**config.mk**
```make
export PLATFORM = sky130hd
export DESIGN_NAME = sar_seq
export DESIGN_NICKNAME = d
export VERILOG_FILES = /design/src/rtl/sar_pkg.sv /design/src/rtl/sar_control.sv /design/src/rtl/sar_datapath.sv /design/src/rtl/sar_seq.sv
export SDC_FILE = /design/constraint.sdc
export NUM_CORES = 1
export LEC_CHECK = 0
export BUFFER_PORTS_ARGS = -buffer_cell sky130_fd_sc_hd__buf_2
export CAP_MARGIN = 20
export CORE_MARGIN = 2
export CORE_UTILIZATION = 30
export CTS_BUF_LIST = sky130_fd_sc_hd__clkbuf_8
export DETAILED_ROUTE_END_ITERATION = 8
export PLACE_DENSITY = 0.57
export SKIP_LAST_GASP = 1
export SYNTH_ARGS = -nofsm -noshare
export SYNTH_HDL_FRONTEND = slang
export SYNTH_SLANG_ARGS = --single-unit
```
**constraint.sdc**
```tcl
create_clock -name clk -period 3.7 [get_ports clk]
set_input_delay 0.37 -clock clk [delete_from_list [all_inputs] [get_ports clk]]
set_output_delay 0.37 -clock clk [all_outputs]
set_load 0.02 [all_outputs]
```
**src/rtl/sar_pkg.sv**
```systemverilog
package sar_pkg;
  localparam logic [7:0] ADDR_CTRL   = 8'h00;
  localparam logic [7:0] ADDR_MODE   = 8'h04;
  localparam logic [7:0] ADDR_CHSEL  = 8'h08;
  localparam logic [7:0] ADDR_TIMING = 8'h0C;
  localparam logic [7:0] ADDR_INTEN  = 8'h20;
  localparam logic [7:0] ADDR_STATUS = 8'h24;
  localparam logic [7:0] ADDR_DIV    = 8'h28;
  localparam logic [7:0] ADDR_RES0   = 8'h30;
  localparam logic [7:0] CMP_FIXED   = 8'h0E;
  localparam logic [31:0] MODE_MASK  = 32'h0000_3017;

  typedef enum logic [1:0] {ST_IDLE, ST_SAMPLE, ST_CONVERT} seqState_t;

  typedef struct packed {
    logic sarInit;
    logic sarStep;
    logic convDone;
    logic selErr;
  } seqStrobe_t;
endpackage

```
**src/rtl/sar_control.sv**
```systemverilog
module sar_control
  import sar_pkg::*;
#(
  parameter int NUM_CH = 8,
  parameter int RES_W  = 12,
  parameter int PER_W  = 16,
  localparam int CH_W   = $clog2(NUM_CH),
  localparam int STEP_W = $clog2(RES_W)
) (
  input  logic              clk,
  input  logic              rstN,
  input  logic              ctrlWr,
  input  logic              wrEn,
  input  logic              wrPwr,
  input  logic              wrRel,
  input  logic              active,
  input  logic [NUM_CH-1:0] chMask,
  input  logic              repeatMode,
  input  logic [PER_W-1:0]  period,
  output seqStrobe_t        strobe,
  output logic              enable,
  output logic              busy,
  output logic [CH_W-1:0]   chIdx
);
  seqState_t         state;
  logic [1:0]        divCnt;
  logic [PER_W-1:0]  sampCnt;
  logic [STEP_W-1:0] stepCnt;
  logic              actNext, tick, maskOk, lastSample, lastStep, enNext;
  logic [CH_W-1:0]   maskIdx;

  assign actNext    = ctrlWr ? (wrPwr & wrRel) : active;
  assign tick       = (state != ST_IDLE) && (divCnt == 2'd3);
  assign maskOk     = (chMask != '0) && ((chMask & (chMask - 1'b1)) == '0);
  assign lastSample = ({1'b0, sampCnt} + 1'b1) >= {1'b0, period};
  assign lastStep   = (stepCnt == STEP_W'(RES_W - 1));
  assign enNext     = ctrlWr ? wrEn : enable;
  assign busy       = (state != ST_IDLE);

  always_comb begin
    maskIdx = '0;
    for (int i = 0; i < NUM_CH; i++)
      if (chMask[i]) maskIdx = CH_W'(i);
  end

  always_comb begin
    strobe.selErr   = actNext && (state == ST_IDLE) && ctrlWr && wrEn && !maskOk;
    strobe.sarInit  = actNext && (state == ST_SAMPLE) && tick && lastSample;
    strobe.sarStep  = actNext && (state == ST_CONVERT) && tick;
    strobe.convDone = strobe.sarStep && lastStep;
  end

  always_ff @(posedge clk or negedge rstN) begin
    if (!rstN) begin
      state   <= ST_IDLE;
      enable  <= 1'b0;
      divCnt  <= '0;
      sampCnt <= '0;
      stepCnt <= '0;
      chIdx   <= '0;
    end else if (!actNext) begin
      state  <= ST_IDLE;
      enable <= 1'b0;
      divCnt <= '0;
    end else begin
      case (state)
        ST_IDLE: begin
          if (ctrlWr && wrEn && maskOk) begin
            state   <= ST_SAMPLE;
            enable  <= 1'b1;
            divCnt  <= '0;
            sampCnt <= '0;
            chIdx   <= maskIdx;
          end
        end
        ST_SAMPLE: begin
          divCnt <= divCnt + 1'b1;
          if (ctrlWr) enable <= wrEn;
          if (tick) begin
            if (lastSample) begin
              state   <= ST_CONVERT;
              stepCnt <= '0;
            end else begin
              sampCnt <= sampCnt + 1'b1;
            end
          end
        end
        ST_CONVERT: begin
          divCnt <= divCnt + 1'b1;
          if (ctrlWr) enable <= wrEn;
          if (tick) begin
            if (lastStep) begin
              if (enNext && repeatMode) begin
                state   <= ST_SAMPLE;
                sampCnt <= '0;
              end else begin
                state  <= ST_IDLE;
                enable <= 1'b0;
              end
            end else begin
              stepCnt <= stepCnt + 1'b1;
            end
          end
        end
        default: state <= ST_IDLE;
      endcase
    end
  end
endmodule

```
**src/rtl/sar_datapath.sv**
```systemverilog
module sar_datapath
  import sar_pkg::*;
#(
  parameter int NUM_CH = 8,
  parameter int RES_W  = 12,
  parameter int PER_W  = 16,
  parameter logic [PER_W-1:0] PER_RESET = 16'h0578,
  localparam int CH_W = $clog2(NUM_CH)
) (
  input  logic              clk,
  input  logic              rstN,
  input  logic [7:0]        busAddr,
  input  logic              busWe,
  input  logic [31:0]       busWdata,
  output logic [31:0]       busRdata,
  input  logic              cmpIn,
  input  seqStrobe_t        strobe,
  input  logic              enable,
  input  logic              busy,
  input  logic [CH_W-1:0]   chIdx,
  output logic              ctrlWr,
  output logic              active,
  output logic [NUM_CH-1:0] chMask,
  output logic              repeatMode,
  output logic [PER_W-1:0]  period,
  output logic [NUM_CH-1:0] chFlags,
  output logic              errFlag,
  output logic [RES_W-1:0]  dacCode,
  output logic              irq
);
  logic              pwrOn, rstRel, levelIrq, errIntEn, pulseReg;
  logic [31:0]       modeReg;
  logic [NUM_CH-1:0] chIntEn, setCh;
  logic [RES_W-1:0]  approx, trial, stepVal;
  logic [RES_W-1:0]  result [NUM_CH];
  logic [7:0]        resOff;

  assign ctrlWr     = busWe && (busAddr == ADDR_CTRL);
  assign active     = pwrOn & rstRel;
  assign repeatMode = modeReg[1];
  assign stepVal    = approx | (cmpIn ? trial : '0);
  assign dacCode    = approx | trial;
  assign setCh      = strobe.convDone ? (NUM_CH'(1) << chIdx) : '0;
  assign resOff     = busAddr - ADDR_RES0;

  always_ff @(posedge clk or negedge rstN) begin
    if (!rstN) begin
      pwrOn    <= 1'b0;
      rstRel   <= 1'b0;
      modeReg  <= '0;
      chMask   <= '0;
      period   <= PER_RESET;
      chIntEn  <= '0;
      errIntEn <= 1'b0;
      levelIrq <= 1'b0;
      chFlags  <= '0;
      errFlag  <= 1'b0;
      pulseReg <= 1'b0;
      approx   <= '0;
      trial    <= '0;
    end else begin
      if (busWe) begin
        case (busAddr)
          ADDR_CTRL:   begin pwrOn <= busWdata[2]; rstRel <= busWdata[15]; end
          ADDR_MODE:   modeReg <= busWdata & MODE_MASK;
          ADDR_CHSEL:  chMask <= busWdata[NUM_CH-1:0];
          ADDR_TIMING: period <= busWdata[PER_W-1:0];
          ADDR_INTEN:  begin
            chIntEn  <= busWdata[NUM_CH-1:0];
            errIntEn <= busWdata[16];
            levelIrq <= busWdata[31];
          end
          default: ;
        endcase
      end
      chFlags  <= (chFlags & ~((busWe && busAddr == ADDR_STATUS) ? busWdata[NUM_CH-1:0] : '0)) | setCh;
      errFlag  <= (errFlag & ~(busWe && busAddr == ADDR_STATUS && busWdata[16])) | strobe.selErr;
      pulseReg <= (|(setCh & chIntEn)) | (strobe.selErr & errIntEn);
      if (strobe.sarInit) begin
        approx <= '0;
        trial  <= RES_W'(1) << (RES_W - 1);
      end else if (strobe.sarStep) begin
        approx <= stepVal;
        trial  <= trial >> 1;
      end
    end
  end

  for (genvar g = 0; g < NUM_CH; g++) begin : g_res
    always_ff @(posedge clk or negedge rstN) begin
      if (!rstN) result[g] <= '0;
      else if (strobe.convDone && chIdx == CH_W'(g)) result[g] <= stepVal;
    end
  end

  assign irq = levelIrq ? ((|(chFlags & chIntEn)) | (errFlag & errIntEn)) : pulseReg;

  always_comb begin
    busRdata = '0;
    case (busAddr)
      ADDR_CTRL:   busRdata = {16'd0, rstRel, 12'd0, pwrOn, busy, enable};
      ADDR_MODE:   busRdata = modeReg;
      ADDR_CHSEL:  busRdata[NUM_CH-1:0] = chMask;
      ADDR_TIMING: busRdata = {8'd0, CMP_FIXED, {(16-PER_W){1'b0}}, period};
      ADDR_INTEN:  begin
        busRdata[NUM_CH-1:0] = chIntEn;
        busRdata[16] = errIntEn;
        busRdata[31] = levelIrq;
      end
      ADDR_STATUS: begin
        busRdata[NUM_CH-1:0] = chFlags;
        busRdata[16] = errFlag;
      end
      ADDR_DIV:    busRdata = 32'd4;
      default: begin
        if (busAddr >= ADDR_RES0 && resOff < 8'(4 * NUM_CH) && resOff[1:0] == 2'b00)
          busRdata[RES_W-1:0] = result[resOff[CH_W+1:2]];
      end
    endcase
  end
endmodule

```
**src/rtl/sar_seq.sv**
```systemverilog
module sar_seq
  import sar_pkg::*;
#(
  parameter int NUM_CH = 8,
  parameter int RES_W  = 12,
  parameter int PER_W  = 16,
  localparam int CH_W = $clog2(NUM_CH)
) (
  input  logic             clk,
  input  logic             rstN,
  input  logic [7:0]       busAddr,
  input  logic             busWe,
  input  logic [31:0]      busWdata,
  output logic [31:0]      busRdata,
  input  logic             cmpIn,
  output logic [RES_W-1:0] dacCode,
  output logic [CH_W-1:0]  muxSel,
  output logic             irq
);
  seqStrobe_t        strobe;
  logic              enable, busy, ctrlWr, active, repeatMode, errFlag;
  logic [CH_W-1:0]   chIdx;
  logic [NUM_CH-1:0] chMask, chFlags;
  logic [PER_W-1:0]  period;

  assign muxSel = chIdx;

  sar_control #(.NUM_CH(NUM_CH), .RES_W(RES_W), .PER_W(PER_W)) u_ctl (
    .clk(clk), .rstN(rstN), .ctrlWr(ctrlWr), .wrEn(busWdata[0]),
    .wrPwr(busWdata[2]), .wrRel(busWdata[15]), .active(active),
    .chMask(chMask), .repeatMode(repeatMode), .period(period),
    .strobe(strobe), .enable(enable), .busy(busy), .chIdx(chIdx)
  );

  sar_datapath #(.NUM_CH(NUM_CH), .RES_W(RES_W), .PER_W(PER_W)) u_dp (
    .clk(clk), .rstN(rstN), .busAddr(busAddr), .busWe(busWe),
    .busWdata(busWdata), .busRdata(busRdata), .cmpIn(cmpIn),
    .strobe(strobe), .enable(enable), .busy(busy), .chIdx(chIdx),
    .ctrlWr(ctrlWr), .active(active), .chMask(chMask),
    .repeatMode(repeatMode), .period(period), .chFlags(chFlags),
    .errFlag(errFlag), .dacCode(dacCode), .irq(irq)
  );
endmodule

```
After elaboration in Yosys (flattened, before gate mapping) --
Index checks and enable logic that the tools add are counted.
Storage, ports and cells: flip-flop bits (word level) 200, output and inout bits 48, word-level logic and storage cells 198
Operators by class: add/subtract/negate cells 6, $lt $le $gt $ge 4, eq/ne operators 32, shift operators 1, muxes and demuxes 56, bitwise logic cells 18, reduce and logical (&&, ||, !) cells 54
Operator list (count):
- $mux 12 | 8
- $mux 16 | 6
- $pmux 8 s7 | 1
- $pmux 16 s3 | 1
- $bmux 12 s3 | 1
- $and 8x8->8 | 4
- $logic_and 1x1->1 | 28
- $eq 8x6->1 const B | 3
- $or 12x12->12 | 2
- $mux 3 | 7
- $ne 3x3->1 const B | 6
- $add 16x1->17 const B | 1
- $ge 17x16->1 | 1
- $add 16x1->16 const B | 1
- $eq 8x4->1 const B | 2
- $logic_not 8->1 | 2
- $mux 2 | 8
- $mux 4 | 4
- $mux 8 | 2
- $pmux 4 s2 | 2
- $reduce_or 8->1 | 2
- $reduce_and 2->1 | 7
- $eq 3x3->1 const B | 4
- $pmux 4 s3 | 1
- other kinds (40) | 67

Depth between registers and ports, before layout --
Gate-level depths: netlist of the first run.
depth after elaboration 10, mapped depth 14, mapped depth without buffers 12

Hierarchy --
From an unflattened synthesis of the first run, not the netlist that was laid out.
Second synthesis, totals: cell total of the unflattened synthesis 1001, area total of the unflattened synthesis 10400.0 um^2
By module, submodules not included:
- sar_datapath | instances 1, cells an instance 708, area an instance 7955.1 um^2
- sar_control | instances 1, cells an instance 293, area an instance 2444.8 um^2

Least setup slack after synthesis of the first run --
Ideal clock, no wire load.
path type reg-to-reg, from register u_ctl.sampCnt[0], to register u_ctl.sampCnt[0], library setup time 0.125 ns, data arrival time 3.252 ns, data required time 3.575 ns, path slack 0.323 ns, stages on the path, launching flop included 14, path buffers 1, cell sequence dfrtp_1 -> ha_1 -> nand3_1 -> nor2_1 -> nand4_1 -> xnor2_1 -> ha_1 -> and2_0 -> a221o_1 -> a221oi_1 -> o2111a_1 -> buf_2 -> o221ai_2 -> mux2_2
Between the ends: longest elaborated chain between the ends 4, elaborated cells between the ends (all ways) 8
RTL lines:
- start, declared | line sar_control.sv:27 | logic [PER_W-1:0] sampCnt;
- start signal, assigned | line sar_control.sv:84 | sampCnt <= sampCnt + 1'b1;
- $add 16x1->17 or $add 16x1->16 (tied branches) | line sar_control.sv:35, sar_control.sv:84
- $ge 17x16->1 or $mux 16 (tied branches) | line sar_control.sv:35, sar_control.sv:80
- $ne 2x2->1 (no line) or $mux 16 (tied branches)
- $reduce_and 8->1 (no line) or $pmux 16 s3 (tied branches)
Several ways; a longest one is shown, not always the timed one. The select of a mux whose other input is x is not followed. A chain may end at the register's enable or synchronous reset.

Worst setup path in the final report of the first run --
from register u_ctl.sampCnt[0], to register u_dp.approx[5]
Between the ends: longest elaborated chain between the ends 4, elaborated cells between the ends (all ways) 5
RTL lines:
- $add 16x1->17 * | line sar_control.sv:35 | assign lastSample = ({1'b0, sampCnt} + 1'b1) >= {1'b0, period};
- $ge 17x16->1 * | line sar_control.sv:35
- $logic_and 1x1->1 * | line sar_control.sv:48 | strobe.sarInit = actNext && (state == ST_SAMPLE) && tick && lastSample;
- $mux 12 or $reduce_bool 2->1 (tied branches)
- end signal, assigned | line sar_datapath.sv:83 | approx <= stepVal;
- end, declared | line sar_datapath.sv:34 | logic [RES_W-1:0] approx, trial, stepVal;
Every way passes the cells marked *; elsewhere a longest branch is shown, timed or not.

==> metrics.txt, run 1 <==
worst vdd ir=0.225 mV; Die ar.=approximately 0.037 mm^2; synthesis-to-finish area growth=14.7%; 1st-pass router iterations=5; DRT iter0 DRCs=roughly 600; Worst R2R End=u_dp.approx[5]$_DFFE_PN0P_; Routability Congestion=0.831; worst path arrival time=3.94 ns; Total Wirelength=29,100 um; WS Path Type=reg -> reg; CTS clk-pin slew, worst paths=around 0.15 ns; Die X-Extent=around 190 um; final setup margin=approximately 0.19 ns; Via density=5.11; die height=192 um; Post-synth EDFFs=0; Final Max Slew Viols=0; ys flop type=dfrtp_1; Yosys warnings=0; maxcap violations=0; top post-synthesis cells by count=194 x dfrtp_1, 128 x nand2_1, 99 x nor2_1; synthesized cell area=approximately 0.011 mm^2; r2r setup slk=0.19 ns; TritonCTS clock tree=built; first-pass GRT wire length=~46,000 um; Mapped Avg Cell Area=approximately 10 um^2; worst reg2reg path depth=15; vias in the first global route=7,946; Mapped Cells=1,021; met1 Usage GRT=20.5%; Netlist cell types=71; hold path cells=2; largest net degree at the start of global routing=95; Reg-to-Reg Start=u_ctl.sampCnt[0]$_DFFE_PN0P_; fin crit share=~95%; setup TNS=0 ns; hold path start=busWdata[11]; Starting Density=between 30% and 40%; status=finished clean; dominant cells by area after synthesis=dfrtp_1 46%, mux4_2 5.7%, mux2_2 4.8%; FF+latch count, synth=200; crit path max fanout=12; gr busiest metal=met2; WHS Endpoint=u_dp.period[11]$_DFFE_PN0P_; clk sinks=200; WHS=0.102 ns; # setup viols final=0; pwr/cell area=338 mW/mm^2; top cell type's share of synthesized area=a little under half; Min-Delay Path Class=in -> reg; fillcell total=around 3,500; I/O pin count=92; Row Count=68; unrepaired setup endpoints after global routing=no; Final Hold Fails=0; largest area contributor in the netlist=dfrtp_1; GRT overflow=0; GRT met2 Usage=about 29%; Core ar.=~0.035 mm^2; remaining antenna violation count=0; initial antenna violation count=0; CTS buffer count=17; Tmin final=3.51 ns; wire per inst=18.6 um; CTS Root Cell=clkbuf_8; DRC viols=0; largest buffer count on any clock path=2; Setup crit start kind=flip-flop; HPWL after detailed placement=20,500 um; DR vias=8,006; Static Leak=between 5 and 6 nW; routing usage on met3=under 10%; actual slew at the worst max-slew pin=1.05 ns; port bufs=66; ys async rst share=100%; NumNets Final=between 1,000 and 1,500; clock latency on the worst-skew pair=0.51 ns; Req. time, crit path=4.13 ns; GRT Resource Usage Total=16.1%; Peak Freq=between 200 and 300 MHz; sequential fraction of the synthesis area=47.3%; Clock Skews=0.0326 ns; layout cells sized above 1=24.2%; CP endpoint kind=flip-flop; diode count=0; htree depth=4; pre-CTS WS=0.0545 ns; most frequent cell after synthesis=dfrtp_1; slew margin rel.=30.3%
==> state kept, by name, summed over array words and instances (netlist names), 2 cells and up <==
signal,flops
u_dp.result,96
u_ctl.sampCnt,16
u_dp.period,16
u_dp.approx,12
u_dp.trial,12
u_dp.chFlags,8
u_dp.chIntEn,8
u_dp.chMask,8
u_dp.modeReg,6
u_ctl.stepCnt,4
u_ctl.chIdx,3
u_ctl.divCnt,2
u_ctl.state,2
==> where the power goes <==
group	leakage (nW)	switching, W	internal [W]
combinational	2.81	0.000181	0.0000922
clock	0.231	0.00103	0.000575
sequential	2.71	0.0000247	0.00221
total	5.76	0.00124	0.00288
==> final cells by class <==
class	count	area (um^2)	area share, %
clock buffer	17	234	1.92
clock inverter	15	239	1.96
inverter	27	101	0.833
multi-input combinational	741	5270	43.3
sequential	200	5010	41.2
tap	455	569	4.68
timing repair buffer	112	746	6.13
==> critical path, stage by stage, from the launching register on <==
cell      delay (ns)
dfrtp_1         0.43
and3_2          0.26
nand3_1         0.12
buf_4           0.18
nor2_1          0.12
xor2_1          0.25
ha_1            0.27
and2_0          0.15
a221o_1         0.31
a221oi_2        0.31
o2111a_2        0.31
buf_4           0.15
nor4_4          0.04
buf_6           0.18
buf_12          0.15
nor3_1          0.20
==> layout by cell type, fill, tap and decap left out, drive strengths merged, types with 7 or more instances in the layout <==
cell    instances
and2            7
a22o           10
clkbuf         19
or2            14
conb           11
nand2         128
a21oi          54
nor3           19
o211ai         12
nand4b          7
inv            37
xnor2          10
nand4           7
mux2i          22
dfrtp         194
mux2           45
buf           109
nand3          21
ha             27
mux4           27
o21ai          58
o31ai          10
nor2          109
a21o           58
==> stage by stage <==
step | power [W] | cells | utilization (%) | area [um^2]
floorplan | 0.00243 | 1031 | - | 10600
global placement | 0.00255 | 1529 | 33.3 | 11600
detailed placement | 0.00255 | 1529 | 33.3 | 11600
CTS | 0.00415 | 1562 | 34.7 | 12100
global route | 0.00428 | 1567 | 35.0 | 12200
finish | 0.00411 | 1567 | 35.0 | 12200
==> kinds of logic after synthesis <==
| family | synth area share [%] |
|---|---|
| and+or+nand+nor | 16.1 |
| AOI/OAI and AO/OA | 15.7 |
| DFF | 47.3 |
| muxes | 12.6 |
| buffers and inverters | 4.00 |
| adders and majority gates | 3.19 |
| xor gates and xnor gates | 1.16 |
| other | 0.0354 |
==> repair_timing <==
item                       4_1_cts  5_1_grt
resized for setup                0       12
hold endpoints to repair        89        0
setup endpoints to repair        0       46
hold buffers                     1        0
buffers inserted                 0        4
==> layer usage <==
layer | vias up | wire [um]
met5 | - | 0
li1 | 3797 | -
met1 | 4029 | 12600
met4 | 0 | 313
met2 | 157 | 15300
met3 | 23 | 926
==> worst max path at each step <==
stage               slack [ns]                      endpoint                    startpoint  cells past startpoint
CTS                       0.02  u_ctl.sampCnt[0]$_DFFE_PN0P_  u_ctl.sampCnt[0]$_DFFE_PN0P_                     12
finish                    0.19    u_dp.approx[5]$_DFFE_PN0P_  u_ctl.sampCnt[0]$_DFFE_PN0P_                     15
floorplan                 0.32  u_ctl.sampCnt[0]$_DFFE_PN0P_  u_ctl.sampCnt[0]$_DFFE_PN0P_                     13
global route             0.004   u_dp.approx[11]$_DFFE_PN0P_  u_ctl.sampCnt[0]$_DFFE_PN0P_                     16
detailed placement        0.05    u_dp.approx[5]$_DFFE_PN0P_  u_ctl.sampCnt[0]$_DFFE_PN0P_                     14
global placement          0.12   u_dp.approx[11]$_DFFE_PN0P_  u_ctl.sampCnt[0]$_DFFE_PN0P_                     14
Power figures use the tool's default switching activity.
==> run 2, diff against run 1 <==
Settings changed: ABC_AREA set to 1.
==> run 2 against run 1 <==
Against the previous run:
- sequential cell count unchanged
- clock power fell by 14%
- first-iteration DRC count grew 29%
==> metrics.txt, run 2 <==
TritonCTS clock tree=built; actual slew at the worst max-slew pin=1.03 ns; FF+latch area=about 0.005 mm^2; worst reg2reg path depth=17; HPWL after detailed placement=20,100 um; Starting Density=30.5%; worst path arrival time=3.68 ns; largest net degree at the start of global routing=110; maxcap violations=0; WS Path Type=reg -> reg; diode count=0; biggest regs=u_dp.result: 96 flops, u_ctl.sampCnt: 16 flops, u_dp.period: 16 flops; r2r setup slk=~0.35 ns; first-pass GRT wire length=46,800 um; ys flop type=dfrtp_1; Peak Freq=299 MHz; Worst setup startpoint=u_ctl.sampCnt[0]$_DFFE_PN0P_; initial antenna violation count=0; GRT Resource Usage Total=16.6%; port bufs=66; worst vdd ir=0.229 mV; slowest cell on the critical path=nor2_4; vias in the first global route=8,198; status=finished clean; 1st-pass router iterations=5; GRT overflow=0; setup TNS=0 ns; DR vias=around 8,700; Post-synth EDFFs=0; sequential fraction of the synthesis area=47.6%; CP endpoint kind=flip-flop; WHS=~0.12 ns; I/O pin count=92; number of cells after detailed placement=~1,700; ys async rst share=100%; Crit path top cell by count=nand2_1; CTS buffer count=17; Netlist cell types=44; largest area contributor in the netlist=dfrtp_1; area of the multi-input gates=0.00467 mm^2; DRC viols=0; clk sinks=200; Req. time, crit path=4.03 ns; Mapped Avg Cell Area=8.40 um^2; synthesis-to-finish area growth=9.80%; die height=191 um; fin crit share=90.5%; Pwr Total=0.00388 W; Tmin final=3.35 ns; worst-path cell chain=ha_1 > nand2_1 > nor2_2 > nand2_1 > nor3_1 > nand3_1 > xnor2_1 > ha_1 > nand2_1 > nor2_1 > nand4_1 > nand3_1 > nor2_1 > nand2_1 > nand2_2 > nor2_4 > a21oi_1; Setup crit start kind=flip-flop; Clock Skews=0.0212 ns; CTS clk-pin slew, worst paths=around 0.12 ns; commonest non-fill, non-tap cell in the layout=nand2_1; Via density=4.89; dominant cells by area after synthesis=dfrtp_1 46%, nand2_1 11%, o21ai_1 4.7%; # setup viols final=0; Routability Congestion=~0.90; Die ar.=between 0.03 and 0.04 mm^2; crit path max fanout=23; htree depth=4; Die X-Extent=191 um; max reg flops=96; Total Wirelength=29,400 um; DRT iter0 DRCs=760; CTS Root Cell=clkbuf_8; clock latency on the worst-skew pair=0.48 ns; fillcell total=3,672; Reg-to-Reg Start=u_ctl.sampCnt[0]$_DFFE_PN0P_; Final Hold Fails=0; synthesized cell area=0.0105 mm^2; Biggest register=u_dp.result; wire per inst=16.6 um; Critical Path Max Stage Delay=0.55 ns; Worst R2R End=u_dp.trial[0]$_DFFE_PN0P_; slew margin rel.=between 30% and 40%; top cell type's share of synthesized area=46.1%; hold path start=busWdata[10]; Min-Delay Path Class=in -> reg; Final Core Density=around a third; WHS Endpoint=u_dp.period[10]$_DFFE_PN1P_; top post-synthesis cells by count=316 x nand2_1, 194 x dfrtp_1, 99 x inv_1, 99 x o21ai_1, 84 x nor2_1; Final Max Slew Viols=0; Row Count=68; Mapped Cells=~1,300; pwr/cell area=336 mW/mm^2; layout cells sized above 1=14.9%; Core ar.=between 0.03 and 0.04 mm^2; NumNets Final=about 1,400; FF+latch count, synth=200; unrepaired setup endpoints after global routing=yes; remaining antenna violation count=0; largest buffer count on any clock path=2; hold path cells=3; commonest non-fill, non-tap cells in the layout=316 x nand2_1, 194 x dfrtp_1, 99 x o21ai_1, 98 x inv_1, 84 x nor2_1; Static Leak=5.71 nW; most frequent cell after synthesis=nand2_1; Yosys warnings=0; post-route insts no fill=1,773
## run 2: changes by cell type in the layout (fill, tap and decap cells not counted), sizes merged, moves of 27 or more
cell   change
nand2    +207
o21ai    +121
inv       +84
a21o      -57
mux2      -44
o22ai     +39
buf       -28
mux4      -27
## run 2: final cells by class
| class | instances | share of cell area, % |
|---|---|---|
| clock buffer | 18 | 2.14 |
| inverter | 116 | 3.80 |
| clock inverter | 14 | 1.17 |
| sequential | 200 | 43.4 |
| timing repair buffer | 83 | 4.17 |
| tap | 455 | 4.93 |
| multi-input combinational | 887 | 40.4 |
## run 2: power by group
part	internal (W)	switching, W
combinational	0.0000755	0.000200
clock	0.000512	0.000863
sequential	0.00221	0.0000189
## run 2: how the worst max path moves through the flow
stage                                     to  slack (ns)
2_1_floorplan   u_ctl.sampCnt[6]$_DFFE_PN0P_        0.95
4_1_cts         u_ctl.sampCnt[1]$_DFFE_PN0P_        0.32
5_1_grt            u_dp.trial[0]$_DFFE_PN0P_       -0.02
3_5_place_dp   u_ctl.sampCnt[12]$_DFFE_PN0P_        0.37
3_3_place_gp   u_ctl.sampCnt[12]$_DFFE_PN0P_        0.38
6_report           u_dp.trial[0]$_DFFE_PN0P_        0.35
## run 2: logic make-up after synthesis
| kind of cell | Yosys count | synth area share [%] |
|---|---|---|
| buf+inv | 176 | 8.36 |
| simple gates | 537 | 23.9 |
| other cells | 1 | 0.0356 |
| compound gates | 295 | 15.4 |
| xor+xnor | 16 | 1.33 |
| fa+ha+maj | 27 | 3.21 |
| flops | 200 | 47.6 |
| mux | 1 | 0.107 |
## run 2: critical path, delay by kind of cell (launching register included)
family / cells / cell delay, ns
DFF: 1 / 0.43
and+or+nand+nor: 13 / 2.00
xor gates and xnor gates: 1 / 0.17
AOI/OAI and AO/OA: 1 / 0.09
adders and majority gates: 2 / 0.49
## run 2: per-stage QoR
stage / area, um^2 / setup WS [ns]
after floorplan: 10600 / 0.948
after global placement: 11200 / 0.380
after detailed placement: 11200 / 0.372
after CTS: 11600 / 0.319
after global routing: 11600 / -0.0236
final: 11600 / 0.352
## run 2: layer usage
metal / GRT usage [%] / up-vias / part of all wire (%)
met5: 0 / - / 0
met4: 3.67 / 0 / 1.3
met3: 3.10 / 31 / 5.8
met2: 26.1 / 223 / 45
met1: 23.6 / 4179 / 47
li1: - / 4238 / -
## run 2: what timing repair did
action                                  CTS  global route
gates resized for setup                   0             1
buffers inserted                          0             0
endpoints found under the setup margin    0            19
endpoints found under the hold margin    50             0
hold buffers                              1             0
